$ cat config.mk
export PLATFORM = sky130hd
export DESIGN_NAME = gpio_edge_irq
export DESIGN_NICKNAME = d
export VERILOG_FILES = /design/src/rtl/gpio_edge_pkg.sv /design/src/rtl/gpio_edge_sync.sv /design/src/rtl/gpio_edge_bank.sv /design/src/rtl/gpio_irq_combine.sv /design/src/rtl/gpio_edge_irq.sv
export SDC_FILE = /design/constraint.sdc
export NUM_CORES = 1
export LEC_CHECK = 0
export BUFFER_PORTS_ARGS = -buffer_cell sky130_fd_sc_hd__buf_2
export CORE_AREA = 2 2 264 266
export DETAILED_ROUTE_END_ITERATION = 7
export DIE_AREA = 0 0 266 268
export GPL_TIMING_DRIVEN = 0
export PLACE_DENSITY = 0.45
export SYNTH_ARGS = -nofsm -noshare
export SYNTH_HDL_FRONTEND = slang
export SYNTH_SLANG_ARGS = --single-unit
$ cat constraint.sdc
create_clock -name clk -period 2.1 [get_ports clk]
set_clock_uncertainty 0.2 [all_clocks]
set_input_delay 0.315 -clock clk [delete_from_list [all_inputs] [get_ports clk]]
set_output_delay 0.315 -clock clk [all_outputs]
set_load 0.02 [all_outputs]
$ cat src/rtl/gpio_edge_pkg.sv
package gpio_edge_pkg;

    localparam int LANE_W = 32;

    typedef enum logic [1:0] {
        ARM_FILL0,
        ARM_FILL1,
        ARM_FILL2,
        ARM_LIVE
    } arm_state_t;

    // Fixed set of pins able to wake a halted core, per bank.
    function automatic logic [LANE_W-1:0] wake_lanes(input int bank);
        case (bank)
            0:       return 32'h8003_FE1B;
            1:       return 32'h0020_01FC;
            2:       return 32'hEC08_0000;
            3:       return 32'h0012_007F;
            default: return '0;
        endcase
    endfunction

    // Lanes of a bank whose pin index is below the configured line count.
    function automatic logic [LANE_W-1:0] live_lanes(input int bank, input int lines);
        logic [LANE_W-1:0] m;
        for (int i = 0; i < LANE_W; i++) begin
            m[i] = ((bank * LANE_W) + i) < lines;
        end
        return m;
    endfunction

endpackage

$ cat src/rtl/gpio_edge_sync.sv
module gpio_edge_sync #(
    parameter int W = 128
) (
    input  logic         clk,
    input  logic         rst_n,
    input  logic [W-1:0] raw,
    output logic [W-1:0] cur,
    output logic [W-1:0] prv
);
    logic [W-1:0] meta_q;
    logic [W-1:0] cur_q;
    logic [W-1:0] prv_q;

    always_ff @(posedge clk or negedge rst_n) begin
        if (!rst_n) begin
            meta_q <= '0;
            cur_q  <= '0;
            prv_q  <= '0;
        end else begin
            meta_q <= raw;
            cur_q  <= meta_q;
            prv_q  <= cur_q;
        end
    end

    assign cur = cur_q;
    assign prv = prv_q;
endmodule

$ cat src/rtl/gpio_edge_bank.sv
module gpio_edge_bank #(
    parameter logic [31:0] VALID = '1,
    parameter logic [31:0] WAKE  = '0
) (
    input  logic        clk,
    input  logic        rst_n,
    input  logic        live,
    input  logic [31:0] cur,
    input  logic [31:0] prv,
    input  logic [31:0] dir,
    input  logic [31:0] rise,
    input  logic [31:0] fall,
    input  logic        clr_hit,
    input  logic [31:0] clr_mask,
    input  logic        halted,
    output logic [31:0] stat,
    output logic        wake_hit
);
    logic [31:0] stat_q;
    logic [31:0] set_v;
    logic [31:0] clr_v;
    logic [31:0] in_lanes;

    always_comb begin
        in_lanes = ~dir & VALID;
        set_v    = '0;
        if (live) begin
            set_v = in_lanes & ((rise & cur & ~prv) | (fall & ~cur & prv));
        end
        clr_v    = clr_hit ? clr_mask : '0;
        wake_hit = live && halted && (|((cur ^ prv) & in_lanes & WAKE));
    end

    // New edges are OR-ed in after the clear, so they win a collision.
    always_ff @(posedge clk or negedge rst_n) begin
        if (!rst_n) begin
            stat_q <= '0;
        end else begin
            stat_q <= (stat_q & ~clr_v) | set_v;
        end
    end

    assign stat = stat_q;
endmodule

$ cat src/rtl/gpio_irq_combine.sv
module gpio_irq_combine #(
    parameter int W = 128
) (
    input  logic [W-1:0] stat,
    output logic         irq_a,
    output logic         irq_b,
    output logic         irq_rest
);
    assign irq_a    = stat[0];
    assign irq_b    = stat[1];
    assign irq_rest = |stat[W-1:2];
endmodule

$ cat src/rtl/gpio_edge_irq.sv
module gpio_edge_irq
    import gpio_edge_pkg::*;
#(
    parameter int NUM_BANKS = 4,
    parameter int LINES     = 120,
    localparam int PIN_W    = NUM_BANKS * LANE_W,
    localparam int BSEL_W   = (NUM_BANKS > 1) ? $clog2(NUM_BANKS) : 1
) (
    input  logic              clk,
    input  logic              rst_n,
    input  logic [PIN_W-1:0]  pin_lvl,
    input  logic [PIN_W-1:0]  pin_dir,
    input  logic [PIN_W-1:0]  rise_en,
    input  logic [PIN_W-1:0]  fall_en,
    input  logic              clr_stb,
    input  logic [BSEL_W-1:0] clr_bank,
    input  logic [31:0]       clr_mask,
    input  logic              halted,
    output logic [PIN_W-1:0]  edge_stat,
    output logic              irq_pin0,
    output logic              irq_pin1,
    output logic              irq_shared,
    output logic              wake_pulse
);
    arm_state_t          st_q;
    arm_state_t          st_d;
    logic                live;
    logic [PIN_W-1:0]    cur;
    logic [PIN_W-1:0]    prv;
    logic [NUM_BANKS-1:0] wake_v;
    logic                wake_q;

    // Arming state register
    always_ff @(posedge clk or negedge rst_n) begin
        if (!rst_n) begin
            st_q <= ARM_FILL0;
        end else begin
            st_q <= st_d;
        end
    end

    // Next state and outputs
    always_comb begin
        st_d = st_q;
        live = 1'b0;
        unique case (st_q)
            ARM_FILL0: st_d = ARM_FILL1;
            ARM_FILL1: st_d = ARM_FILL2;
            ARM_FILL2: st_d = ARM_LIVE;
            ARM_LIVE:  live = 1'b1;
        endcase
    end

    gpio_edge_sync #(.W(PIN_W)) u_sync (
        .clk   (clk),
        .rst_n (rst_n),
        .raw   (pin_lvl),
        .cur   (cur),
        .prv   (prv)
    );

    for (genvar b = 0; b < NUM_BANKS; b++) begin : g_bank
        localparam logic [31:0] VMASK = live_lanes(b, LINES);
        localparam logic [31:0] WMASK = wake_lanes(b);
        gpio_edge_bank #(.VALID(VMASK), .WAKE(WMASK)) u_bank (
            .clk      (clk),
            .rst_n    (rst_n),
            .live     (live),
            .cur      (cur[b*LANE_W +: LANE_W]),
            .prv      (prv[b*LANE_W +: LANE_W]),
            .dir      (pin_dir[b*LANE_W +: LANE_W]),
            .rise     (rise_en[b*LANE_W +: LANE_W]),
            .fall     (fall_en[b*LANE_W +: LANE_W]),
            .clr_hit  (clr_stb && (clr_bank == BSEL_W'(b))),
            .clr_mask (clr_mask),
            .halted   (halted),
            .stat     (edge_stat[b*LANE_W +: LANE_W]),
            .wake_hit (wake_v[b])
        );
    end

    always_ff @(posedge clk or negedge rst_n) begin
        if (!rst_n) begin
            wake_q <= 1'b0;
        end else begin
            wake_q <= |wake_v;
        end
    end

    assign wake_pulse = wake_q;

    gpio_irq_combine #(.W(PIN_W)) u_irq (
        .stat     (edge_stat),
        .irq_a    (irq_pin0),
        .irq_b    (irq_pin1),
        .irq_rest (irq_shared)
    );
endmodule

Yosys cells after proc, flatten, opt, wreduce, memory -nomap -nowiden

Cells that the tools add are included.

Flip-flop bits (word level): 515
Input port bits: 550
Output and inout port bits: 132
Word-level logic and storage cells: 99

Equality and inequality tests: 6
Muxes and demuxes: 10
Bitwise logic cells: 56
Reduce and logical (&&, ||, !) cells: 18

Operator list:

| cell               | number |
|---|---|
| $and 32x32->32     | 25 |
| $not 32->32        | 15 |
| $mux 32            | 8 |
| $or 32x32->32      | 8 |
| $reduce_or 126->1  | 1 |
| $xor 32x32->32     | 2 |
| $and 24x32->32     | 1 |
| $not 24->24        | 1 |
| $and 22x22->22     | 1 |
| $xor 22x22->22     | 1 |
| $and 21x21->21     | 1 |
| $xor 21x21->21     | 1 |
| $reduce_or 14->1   | 1 |
| $logic_and 1x1->1  | 9 |
| $reduce_or 9->1    | 1 |
| $eq 2x2->1 const B | 4 |
| $reduce_or 8->1    | 1 |
| $pmux 2 s3         | 1 |
| $reduce_or 6->1    | 1 |
| $eq 2x1->1 const B | 2 |
| $logic_not 2->1    | 2 |
| $reduce_or 4->1    | 1 |
| $reduce_bool 3->1  | 1 |
| $mux 1             | 1 |

Depth between registers and ports, before layout

Gate-level depths: netlist of the first run.

Word-level depth: 7
Depth in mapped cells: 6

Modules after synthesis

Synthesis of the first run repeated with hierarchy kept, for this count alone.

Cells, all modules: 1392
Area, all modules: 18044.8 um^2

By module, submodules not included:

| module                             | instances | cells each | area each (um^2) | seq. area each (um^2) |
|---|---|---|---|---|
| gpio_edge_sync                     | 1         | 384        | 9609.2           | 9609.2 |
| gpio_edge_bank at g_bank[0].u_bank | 1         | 256        | 2100.8           | 800.8 |
| gpio_edge_bank at g_bank[1].u_bank | 1         | 245        | 2050.7           | 800.8 |
| gpio_edge_bank at g_bank[2].u_bank | 1         | 241        | 1998.2           | 800.8 |
| gpio_edge_bank at g_bank[3].u_bank | 1         | 205        | 1823.0           | 800.8 |
| gpio_irq_combine                   | 1         | 45         | 285.3            | 0.0 |
| gpio_edge_irq                      | 1         | 16         | 177.7            | 75.1 |

Worst setup path before layout of the first run

OpenSTA, ideal clock, no wires.

Kind: flip-flop to output port
From: register g_bank[2].u_bank.stat_q[14]
To: output port irq_shared
Data arrival time: 1276 ps
Required time: 1585 ps
Path slack: 309 ps
Stages on the path, launching flop included: 5
Buffers on the path: 0
Cell sequence: dfrtp_1 nor4_1 nand4_1 nor4_1 nand2_1

Longest elaborated chain between the ends: 1

Ends and longest elaborated chain:

| element                | line                   | source |
|---|---|---|
| from (decl)            | gpio_edge_bank.sv:19   | `logic [31:0] stat_q;` |
| from (signal assigned) | gpio_edge_bank.sv:39   | `stat_q <= (stat_q & ~clr_v) \| set_v;` |
| $reduce_or 126->1      | gpio_irq_combine.sv:11 | `assign irq_rest = \|stat[W-1:2];` |
| to (decl)              | gpio_edge_irq.sv:22    | `output logic irq_shared,` |

No other way between the ends.

Worst setup path in the final report of the first run

From: register g_bank[1].u_bank.stat_q[2]
To: output port irq_shared

Longest elaborated chain between the ends: 1

Ends and longest elaborated chain:

| element                | line |
|---|---|
| from (decl)            | gpio_edge_bank.sv:19 |
| from (signal assigned) | gpio_edge_bank.sv:39 |
| $reduce_or 126->1      | gpio_irq_combine.sv:11 |

No other way between the ends.

==> summary.txt, run 1 <==
Timing
  • Hold violation total from the final report: between 90 and 100
  • Setup ws final: -0.852 ns
  • Slew @ Worst Pin: between 0.8 and 0.9 ns
  • Minimum clock period: just under 3 ns
  • Max-slew violation count: 0
  • Max Freq: around 0.34 GHz
  • Relative slew slack: approximately 43%
  • Fin Hold WS: -0.471 ns
  • Final worst-path cycle share: 141%
  • # setup viols final: 1
  • RSZ-0062 raised after global routing: true

Synth
  • Mean Syn Cell Area: roughly 13 µm²
  • Synth async-reset ratio: 100%
  • Syn nets: about 1,900
  • Yosys reg bits: 491
  • Ys Warns: 0
  • Post-synth EDFFs: 0
  • Post-synthesis sequential area ratio: 70.7%
  • Largest area contributor in the netlist: dfrtp_1
  • Post-Syn Instances: 1,367
  • Commonest cells in the netlist: dfrtp_1, nand2_1, o21ai_0
  • Most frequent cell after synthesis: dfrtp_1
  • Mapped Area: approximately 17,000 µm²
  • Synth unique cells: 24
  • Synth top area share: a little over two thirds
  • Primary FF master, synth: dfrtp_1
  • Synth top area cells: dfrtp_1, a32o_1, nand2_1

CTS
  • Clock root cell: clkbuf_16
  • Clock transition at path regs: roughly 0.060 ns
  • Clk sinks: between 400 and 500
  • Max Root-Sink Buffers: 3
  • Clk Latency, worst-skew pair: about 0.60 ns
  • TritonCTS Buffers: 55
  • Hold buffer count at cts: 480
  • H-tree Lvls: 2
  • CTS tree: built

Global route
  • Number of global-route vias before repair: 17,262
  • Total GRT Usage: 21.3%
  • Global-route wire length before repair: roughly 110 mm
  • Overflow after GRT: 0
  • Initial antenna violation count: 16
  • Maximum number of pins on one net before global-route repair: ~120

Routing
  • Detailed Route WL: approximately 77 mm
  • Remaining DRCs: 0
  • Post-route ant nets: 0
  • Vias per cell: 4.50
  • Wire per inst: 22.0 µm
  • DRT Pass-1 Iters: 5
  • Detailed Route Iter0 Violations: roughly 770
  • Via count: around 16,000

Power and ir drop
  • Psw: approximately 6.7 mW
  • Total power: between 20 and 25 mW
  • P_leak: ~13 nW
  • Maximum vdd drop: ~0.00075 V
  • Combinational fraction of design power: around 15%
  • Pint: between 15 and 20 mW
  • Clock share of power: 40.1%
  • Sw frac: a little over a quarter
  • Seq pwr share: about 45%
  • Power per standard cell area: between 800 and 900 nW/µm²

Place
  • Worst slack, placed: -0.958 ns
  • PortBufs: around 650
  • Gp weighted congestion: around 0.83
  • DP HPWL: a little under 60 mm

Critical path
  • Critical Path End Type: primary output
  • Worst Path Max Fanout: 3
  • CP arrival: about 2.4 ns
  • Startpoint Class: flop
  • Req. time, crit path: 1.58 ns
  • Crit Path Category: reg2out
  • Worst reg2reg path depth: 5
  • Worst reg2reg setup slack: between 0.1 and 0.15 ns

Floorplan
  • Die area: ~71,000 µm²
  • Die height: about 270 µm
  • Core area: between 60,000 and 70,000 µm²
  • Row count: between 90 and 100
  • Starting Density: between 20% and 30%
  • # IOs: around 680
  • DIE WIDTH: between 200 and 300 µm

Run status
  • Failing checks: negative hold slack, negative setup slack
  • Status: finished, violations left

Layout
  • Syn-to-layout area delta: 65.8%
  • Final net count: about 3,100
  • FILL cells: around 6,600
  • Share of post-route cells with drive strength above 1: ~31%

Worst hold path
  • Min-delay worst type: in2async

Run
  • Max cap viols: 0
[power groups by stage]
stage	clock network, mW	registers (mW)	logic (mW)
after floorplan	0	11.4	0.769
after global placement	0	11.1	2.95
after detailed placement	0	11.1	3.00
after CTS	10.2	11.0	3.81
after global routing	10.6	11.1	4.05
final	9.90	11.0	3.76
[repair_timing]
action                                  in CTS  in global routing
buffers inserted                             0                  1
pin swaps                                    6                  3
endpoints found under the setup margin      62                 16
hold endpoints to repair                   346                 97
resized for setup                           39                  7
[layout make-up]
cell class | count | area, µm² | area share (%)
clock buffers | 83 | 1690 | 5.88
repair buffers | 1134 | 8180 | 28.4
multi-input cells | 725 | 4730 | 16.4
diodes | 8 | 20.0 | 0.0695
well taps | 882 | 1100 | 3.83
inverters | 121 | 454 | 1.58
plain buffers | 30 | 154 | 0.534
clock inverters | 17 | 173 | 0.599
flip-flops and latches | 491 | 12300 | 42.7
[metrics by stage]
step / cells / area (µm²) / hold slack (ns) / setup TNS, ns / util (%)
final: 3491 / 28800 / -0.471 / -0.852 / 42.2
after floorplan: 1367 / 17400 / -0.181 / 0 / -
after global routing: 3490 / 28800 / -0.426 / -0.979 / 42.2
after CTS: 3482 / 28800 / -0.447 / -0.930 / 42.1
after detailed placement: 2902 / 21800 / 0.135 / -34.40 / 32.0
after global placement: 2898 / 21700 / 0.132 / -4762.83 / 31.8
[worst max-delay path, stage by stage (launching register included)]
cell and delay (ns):
dfrtp_1 0.44, nor4_2 0.35, nand4_1 0.31, nor4_4 0.47
nand2_1 0.08, buf_2 0.18
[path summary, 6_finish.rpt]
path                                               start                         to
worst max-delay path            g_bank[1].u_bank.stat[2]                 irq_shared
worst min-delay path                               rst_n         u_sync.meta_q[106]
worst max register to register                   st_q[0]  g_bank[1].u_bank.stat[17]
worst min register to register          u_sync.meta_q[1]              u_sync.cur[1]
max in group asynchronous                          rst_n          u_sync.meta_q[90]
min in group clk                             fall_en[63]  g_bank[1].u_bank.stat[31]
[cells by family after synthesis]
kind of cell / count (synthesis) / share of synthesized area [%]
AND/OR/NAND/NOR: 416 / 12.3
buffers and inverters: 151 / 3.44
AO/OA/AOI/OAI: 270 / 11.5
adder cells (fa/ha/maj): 2 / 0.144
XOR/XNOR: 37 / 1.86
flip-flops: 491 / 70.7
[registers in the layout, summed over array words and instances (netlist names)]
name,cells
g_bank.u_bank.stat,128
u_sync.cur,120
u_sync.meta_q,120
u_sync.prv,120
st_q,2
wake_pulse,1
[per-layer routing]
layer | global-route usage [%] | vias up | part of all wire, %
met5 | 0 | - | 0.12
met4 | 7.47 | 14 | 3.3
met3 | 5.26 | 148 | 6.5
met2 | 37.0 | 568 | 49
met1 | 25.6 | 7779 | 41
li1 | - | 7190 | -
[cell usage in the layout (no fill, tap or decap), types with 8 or more instances in the layout]
cell type / count
clkbuf_16: 57
clkbuf_1: 12
a21boi_0: 8
nand2_1: 245
dfrtp_1: 489
a32o_1: 120
buf_2: 666
clkbuf_8: 17
o21ai_0: 122
nor4_1: 17
diode_2: 8
o22ai_1: 16
inv_1: 121
xnor2_1: 35
dlygate4sd3_1: 480
nor4_4: 11
nor4_2: 8
nand3b_1: 120
nand4_1: 8
clkinv_2: 11
Note: power is estimated with default switching activity, not from simulation.
==> inputs of run 2 (changes only) <==
- ABC_AREA: not set -> 1
- CORE_AREA: 2 2 264 266 -> 2 2 265 267
- DIE_AREA: 0 0 266 268 -> 0 0 267 269
- REMOVE_ABC_BUFFERS: not set -> 1
==> run 2 against run 1 <==
The flow finishes with violations (negative setup slack). Total power fell by 2.2%. Global-route usage fell by 1.9 points. Final cell count rose by 4.0%. Sequential share of layout area fell by 0.61 points. Register-to-register slack got worse by 0.14 ns. Non-clock buffer count fell by 15. Utilization fell by 0.059 points. Combinational power fell by 9.6%. Synthesized cell count rose by 6.9%. Count of clock-buffer cells in the layout did not move.
==> summary.txt, run 2 <==
Synth
  • Post-synth EDFFs: 0
  • Most frequent cell after synthesis: dfrtp_1
  • Synth async-reset ratio: between 90% and 100%
  • Commonest cells in the netlist: dfrtp_1, inv_1, a21oi_1, nand2_1, o21ai_0
  • Largest area contributor in the netlist: dfrtp_1
  • Mapped Area: between 15,000 and 20,000 µm²
  • Post-Syn Instances: between 1,000 and 1,500
  • Synth unique cells: 27
  • Primary FF master, synth: dfrtp_1
  • Synth top area cells: dfrtp_1, inv_1, o41ai_1
  • Ys Warns: 0
  • Synth top area share: 70.0%
  • Yosys reg bits: between 400 and 500
  • Post-synthesis sequential area ratio: between 70% and 80%
  • Mean Syn Cell Area: 12.0 µm²

Routing
  • Detailed Route WL: slightly above 70 mm
  • Post-route ant nets: 0
  • Remaining DRCs: 0
  • Wire per inst: 19.5 µm
  • Vias per cell: roughly 4.4
  • Via count: 16,133
  • DRT Pass-1 Iters: 5
  • Detailed Route Iter0 Violations: around 680

Timing
  • Relative slew slack: between 50% and 60%
  • Slew @ Worst Pin: between 0.6 and 0.7 ns
  • Max-slew violation count: 0
  • Fin Hold WS: ~0.039 ns
  • Max Freq: roughly 0.37 GHz
  • # setup viols final: 2
  • Hold violation total from the final report: 0
  • Final worst-path cycle share: 128%
  • TNS Setup: -0.595 ns
  • Setup ws final: -0.590 ns
  • RSZ-0062 raised after global routing: true
  • Minimum clock period: 2.69 ns

Run
  • Max cap viols: 0

CTS
  • CTS tree: built
  • Clk sinks: 491
  • Clock root cell: clkbuf_16
  • Clk Latency, worst-skew pair: roughly 0.60 ns
  • H-tree Lvls: 2
  • Clock transition at path regs: approximately 0.060 ns
  • TritonCTS Buffers: between 50 and 60
  • Max Root-Sink Buffers: 3

Critical path
  • Worst Path Max Fanout: 3
  • Req. time, crit path: approximately 1.6 ns
  • Critical Path End Type: primary output
  • Startpoint Class: flop
  • CP arrival: 2.17 ns
  • Crit Path Category: reg2out

Place
  • Worst slack, placed: -0.868 ns
  • PortBufs: about 650
  • DP HPWL: around 52 mm
  • Gp weighted congestion: ~0.84
  • Area after DPL: ~22,000 µm²

Layout
  • Multi-input gate area: 4590 µm²
  • Most frequent cells in the layout: buf_2, dfrtp_1, dlygate4sd3_1, inv_1, a21oi_1
  • FILL cells: about 6,600
  • Max FFs per register: 128
  • Register area: ~12,000 µm²
  • Most common cell after layout, fill and taps aside: buf_2
  • Final instance area: around 29,000 µm²
  • Syn-to-layout area delta: 66.5%
  • Final net count: 3,194
  • Share of post-route cells with drive strength above 1: a little under a third

Global route
  • Global-route wire length before repair: around 100 mm
  • Met3 usage: under 10%
  • M1 GR Usage: between 20% and 30%
  • Maximum number of pins on one net before global-route repair: 117
  • Initial antenna violation count: 13
  • Total GRT Usage: 19.4%
  • Number of global-route vias before repair: roughly 18,000
  • Global route hottest layer: met2
  • Overflow after GRT: 0
  • M2 GR Usage: between 30% and 40%

Power and ir drop
  • Maximum vdd drop: ~0.00064 V
  • P_leak: between 10 and 15 nW
  • Total power: between 20 and 25 mW
  • Power per standard cell area: 827 nW/µm²

Floorplan
  • Die height: 269 µm
  • DIE WIDTH: around 270 µm
  • Row count: 97
  • Die area: approximately 72,000 µm²
  • # IOs: slightly below 700
  • Starting Density: between 20 and 30%
  • Core area: 69,300 µm²

Run status
  • Status: finished, violations left
  • Failing checks: negative setup slack

Worst hold path
  • Min-delay worst type: in2reg
-- run 2: changes by cell type in the layout (fill, tap and decap cells not counted), moves of 26 or more --
cell | before | now
a21boi_0 | 8 | 83
a21oi_1 | 1 | 132
a32o_1 | 120 | 0
inv_1 | 121 | 223
nand2_1 | 245 | 125
nand3b_1 | 120 | 1
nor2_1 | 2 | 51
o41ai_1 | 0 | 79
o41ai_2 | 0 | 26
xnor2_1 | 35 | 0
-- run 2: cells by family (layout without fill, tap and decap cells) --
group           Yosys count  in the layout  synth area share [%]
simple gates            229            229                  5.45
other cells               0              8                     0
fa+ha+maj                 2              2                 0.143
xor+xnor                  1              1                0.0499
flops                   491            491                  70.0
buf+inv                 251           1474                  5.66
compound gates          487            487                  18.7
-- run 2: layer usage --
metal  routed length, µm  vias up
met3                4660      143
met4                2420        6
met1               28100     7993
met5                  45        -
met2               35800      582
li1                    -     7409
-- run 2: layout make-up --
cell class / count / share of cell area [%]
sequential: 491 / 42.1
timing repair buffer: 1149 / 28.8
multi-input combinational: 719 / 15.7
clock buffer: 83 / 5.67
tap: 940 / 4.03
inverter: 224 / 2.93
clock inverter: 18 / 0.745
antenna: 8 / 0.0685
-- run 2: worst paths after layout --
kind | startpoint | cells after the start | slack [ns] | end
max in group asynchronous | rst_n | 4 | 0.19 | u_sync.cur[27]
worst max-delay path | g_bank[3].u_bank.stat[11] | 7 | -0.59 | irq_shared
worst min-delay path | clr_mask[18] | 4 | 0.04 | g_bank[3].u_bank.stat[18]
min in group asynchronous | rst_n | 2 | 0.07 | g_bank[3].u_bank.stat[11]
worst max register to register | st_q[0] | 4 | 0 | g_bank[2].u_bank.stat[0]
worst min register to register | u_sync.meta_q[47] | 0 | 0.13 | u_sync.cur[47]
-- run 2: through the flow --
stage,utilization (%),cells
final,42.2,3632
after global placement,31.5,3023
after detailed placement,31.8,3032
after floorplan,-,1434
after global routing,42.1,3629
after CTS,41.8,3621
-- run 2: repair_timing --
| item | in CTS | in global routing |
|---|---|---|
| pin swaps | 6 | 8 |
| hold endpoints to repair | 322 | 0 |
| gates resized for setup | 29 | 28 |
| setup buffers | 2 | 2 |
| setup endpoints to repair | 119 | 217 |
| hold buffers | 486 | 0 |
| gates cloned | 0 | 1 |
-- run 2: report_power, final --
group	switching [mW]	internal [mW]	total [mW]	leakage, nW
Sequential	0.646	10.1	10.8	5.55
Combinational	1.73	1.67	3.40	7.18
Clock	4.03	5.93	9.96	0.919
Total	6.40	17.7	24.1	13.6
-- run 2: critical path, stage by stage (launching register included) --
cell	delay, ns
dfrtp_1	0.47
nor4_4	0.37
nand2_2	0.21
nor2_1	0.14
nand2_1	0.06
nor2_1	0.10
nand2_1	0.07
buf_6	0.14
==> inputs of run 3 (changes only) <==
- ABC_AREA: 1 -> 0
- CORE_AREA: 2 2 265 267 -> 2 2 264 266
- DIE_AREA: 0 0 267 269 -> 0 0 266 268
- SKIP_LAST_GASP: not set -> 1
- clock period: 2.1 -> 2.61 ns (I/O delays scaled with it)
==> run 3 against run 2 <==
Die area down 0.74%. The flow still finishes with violations (negative setup slack). Routed wire length up 2.6%. Total power fell by 16%. Largest cell class unchanged. Clock power down 18%. Register-to-register slack improved by 0.03 ns. Worst setup slack improved by 0.011 ns. First-iteration DRC count is 26% higher. Final cell count is 7.5% lower.
==> summary.txt, run 3 (synthesis gave the netlist of run 1 again) <==
Floorplan
  • Row count: 96
  • DIE WIDTH: between 200 and 300 µm
  • Die height: between 200 and 300 µm
  • # IOs: roughly 680
  • Die area: 71,300 µm²
  • Starting Density: 25.5%
  • Core area: 68,200 µm²

Critical path
  • Critical Path End Type: primary output
  • Reg2reg end: wake_pulse
  • Crit path launch: g_bank[2].u_bank.stat[13]
  • Startpoint Class: flop
  • Reg2reg start: u_sync.cur[16]
  • Buf+Inv Stages, Crit Path: 1
  • Critical path's slowest cell: nor4_2
  • CP arrival: 2.60 ns
  • Worst reg2reg setup slack: roughly 0.03 ns
  • Worst reg2reg path depth: 5
  • CP Depth: 5
  • Crit path cell chain: nor4_2, nand4_1, nor4_4, nand2_1, buf_6
  • Crit Path Category: reg2out
  • Critical Path End: irq_shared
  • Crit path largest cell delay: 0.62 ns
  • Req. time, crit path: slightly above 2 ns
  • Worst path top cell family by delay: simple AND/OR/NAND/NOR gates
  • Worst Path Max Fanout: 3

Power and ir drop
  • P_leak: roughly 13 nW
  • Power per standard cell area: ~730 nW/µm²
  • Maximum vdd drop: around 0.00047 V

Layout
  • Final net count: 2,971
  • Share of post-route cells with drive strength above 1: 31.5%
  • Max FFs per register: about 130
  • FILL cells: 6,677
  • Register area: about 12,000 µm²
  • Most common cell after layout, fill and taps aside: buf_2
  • Multi-input gate area: 4640 µm²
  • Syn-to-layout area delta: 59.1%
  • Most frequent cells in the layout: buf_2, dfrtp_1, dlygate4sd3_1, nand2_1, o21ai_0
  • Layout Cells excl Fill: around 3,400

Routing
  • Detailed Route Iter0 Violations: 861
  • Wire per inst: ~22 µm
  • Post-route ant nets: 0
  • WL met3: 4.59 mm
  • Vias per cell: between 4 and 5
  • DRT Pass-1 Iters: 6
  • Via count: about 15,000
  • Highest metal used: met5
  • Met2 wire len: 36.4 mm
  • Remaining DRCs: 0
  • Detailed Route WL: between 70 and 80 mm
  • Met1 wire length: just under 30 mm

Global route
  • Number of global-route vias before repair: around 16,000
  • Global-route wire length before repair: approximately 100 mm
  • Total GRT Usage: around 20%
  • Initial antenna violation count: 31
  • Maximum number of pins on one net before global-route repair: 117
  • Overflow after GRT: 0

CTS
  • TritonCTS Buffers: 55
  • CTS tree: built
  • Clock transition at path regs: approximately 0.06 ns
  • Max Root-Sink Buffers: 3
  • H-tree Lvls: 2
  • Clock root cell: clkbuf_16
  • Clk sinks: 491
  • Clk Latency, worst-skew pair: ~0.6 ns

Run status
  • Failing checks: negative setup slack
  • Status: finished, violations left

Timing
  • Final worst-path cycle share: 122%
  • Max-slew violation count: 0
  • Hold violation total from the final report: 0
  • Fin Hold WS: approximately 0.038 ns
  • Relative slew slack: roughly 40%
  • Slew @ Worst Pin: approximately 0.9 ns
  • # setup viols final: 1
  • RSZ-0062 raised after global routing: true
  • Minimum clock period: about 3.2 ns
  • Max Freq: 0.314 GHz
  • Setup ws final: -0.578 ns

Worst hold path
  • Min-delay worst type: in2reg
  • Hold depth: 4

Place
  • DP HPWL: approximately 55 mm
  • Placed Cells: 2,882
  • PortBufs: 649
  • Gp weighted congestion: roughly 0.83
  • Worst slack, placed: -1.00 ns

Run
  • Max cap viols: 0
## run 3: cell types whose count changed in the layout (fill, tap and decap cells not counted), moves of 26 or more
| cell | change |
|---|---|
| a21oi_1 | -131 |
| dlygate4sd3_1 | -126 |
| a32o_1 | +120 |
| nand2_1 | +120 |
| nand3b_1 | +119 |
| inv_1 | -102 |
| o41ai_1 | -79 |
| a21boi_0 | -75 |
| nor2_1 | -50 |
| xnor2_1 | +36 |
| o41ai_2 | -26 |
## run 3: layout make-up
cell class	count	share of cell area [%]
Sequential cell	491	44.5
Timing Repair Buffer	1025	26.0
Multi-Input combinational cell	725	16.8
Clock buffer	84	6.18
Tap cell	882	3.99
Inverter	121	1.64
Clock inverter	15	0.774
Antenna cell	17	0.154
## run 3: worst reg2reg max path, cell delays in order (launching register included)
cell and delay [ns]:
dfrtp_1 0.41, xnor2_1 0.72, o22ai_1 0.16, nor4_1 0.60, and4_1 0.30, a21oi_1 0.07
## run 3: per-layer routing
layer / global-route usage, % / vias to the layer above
met2: 34.9 / 500
li1: - / 6933
met5: 0 / -
met1: 24.0 / 7537
met3: 5.55 / 118
met4: 6.01 / 24
## run 3: power breakdown
part | switching (mW) | total, mW | internal, mW
Clock | 3.21 | 8.19 | 4.98
Sequential | 0.614 | 8.86 | 8.25
Combinational | 1.52 | 3.14 | 1.63
## run 3: timing repair
item | in CTS | in global routing
hold buffers | 359 | 1
pin swaps | 5 | 3
cloned | 0 | 1
setup buffers | 1 | 0
endpoints found under the setup margin | 1 | 88
gates resized for setup | 14 | 5
hold endpoints to repair | 323 | 1
## run 3: worst min-delay path by stage
stage	startpoint	end
after global routing	fall_en[69]	g_bank[2].u_bank.stat[5]
after floorplan	rst_n	g_bank[0].u_bank.stat[0]
after detailed placement	u_sync.meta_q[101]	u_sync.cur[101]
after CTS	fall_en[38]	g_bank[1].u_bank.stat[6]
after global placement	u_sync.meta_q[110]	u_sync.cur[110]
final	fall_en[38]	g_bank[1].u_bank.stat[6]
## run 3: metrics by stage
step	total power, mW	utilization [%]	TNS [ns]	cell area (µm²)
floorplan	9.79	-	-62.09	17200
finish	20.2	40.5	-0.578	27600
global placement	11.3	31.6	-5039.17	21600
global route	21.1	40.5	-0.714	27600
CTS	20.4	40.3	-0.729	27500
detailed placement	11.4	32.1	-1.25	21900
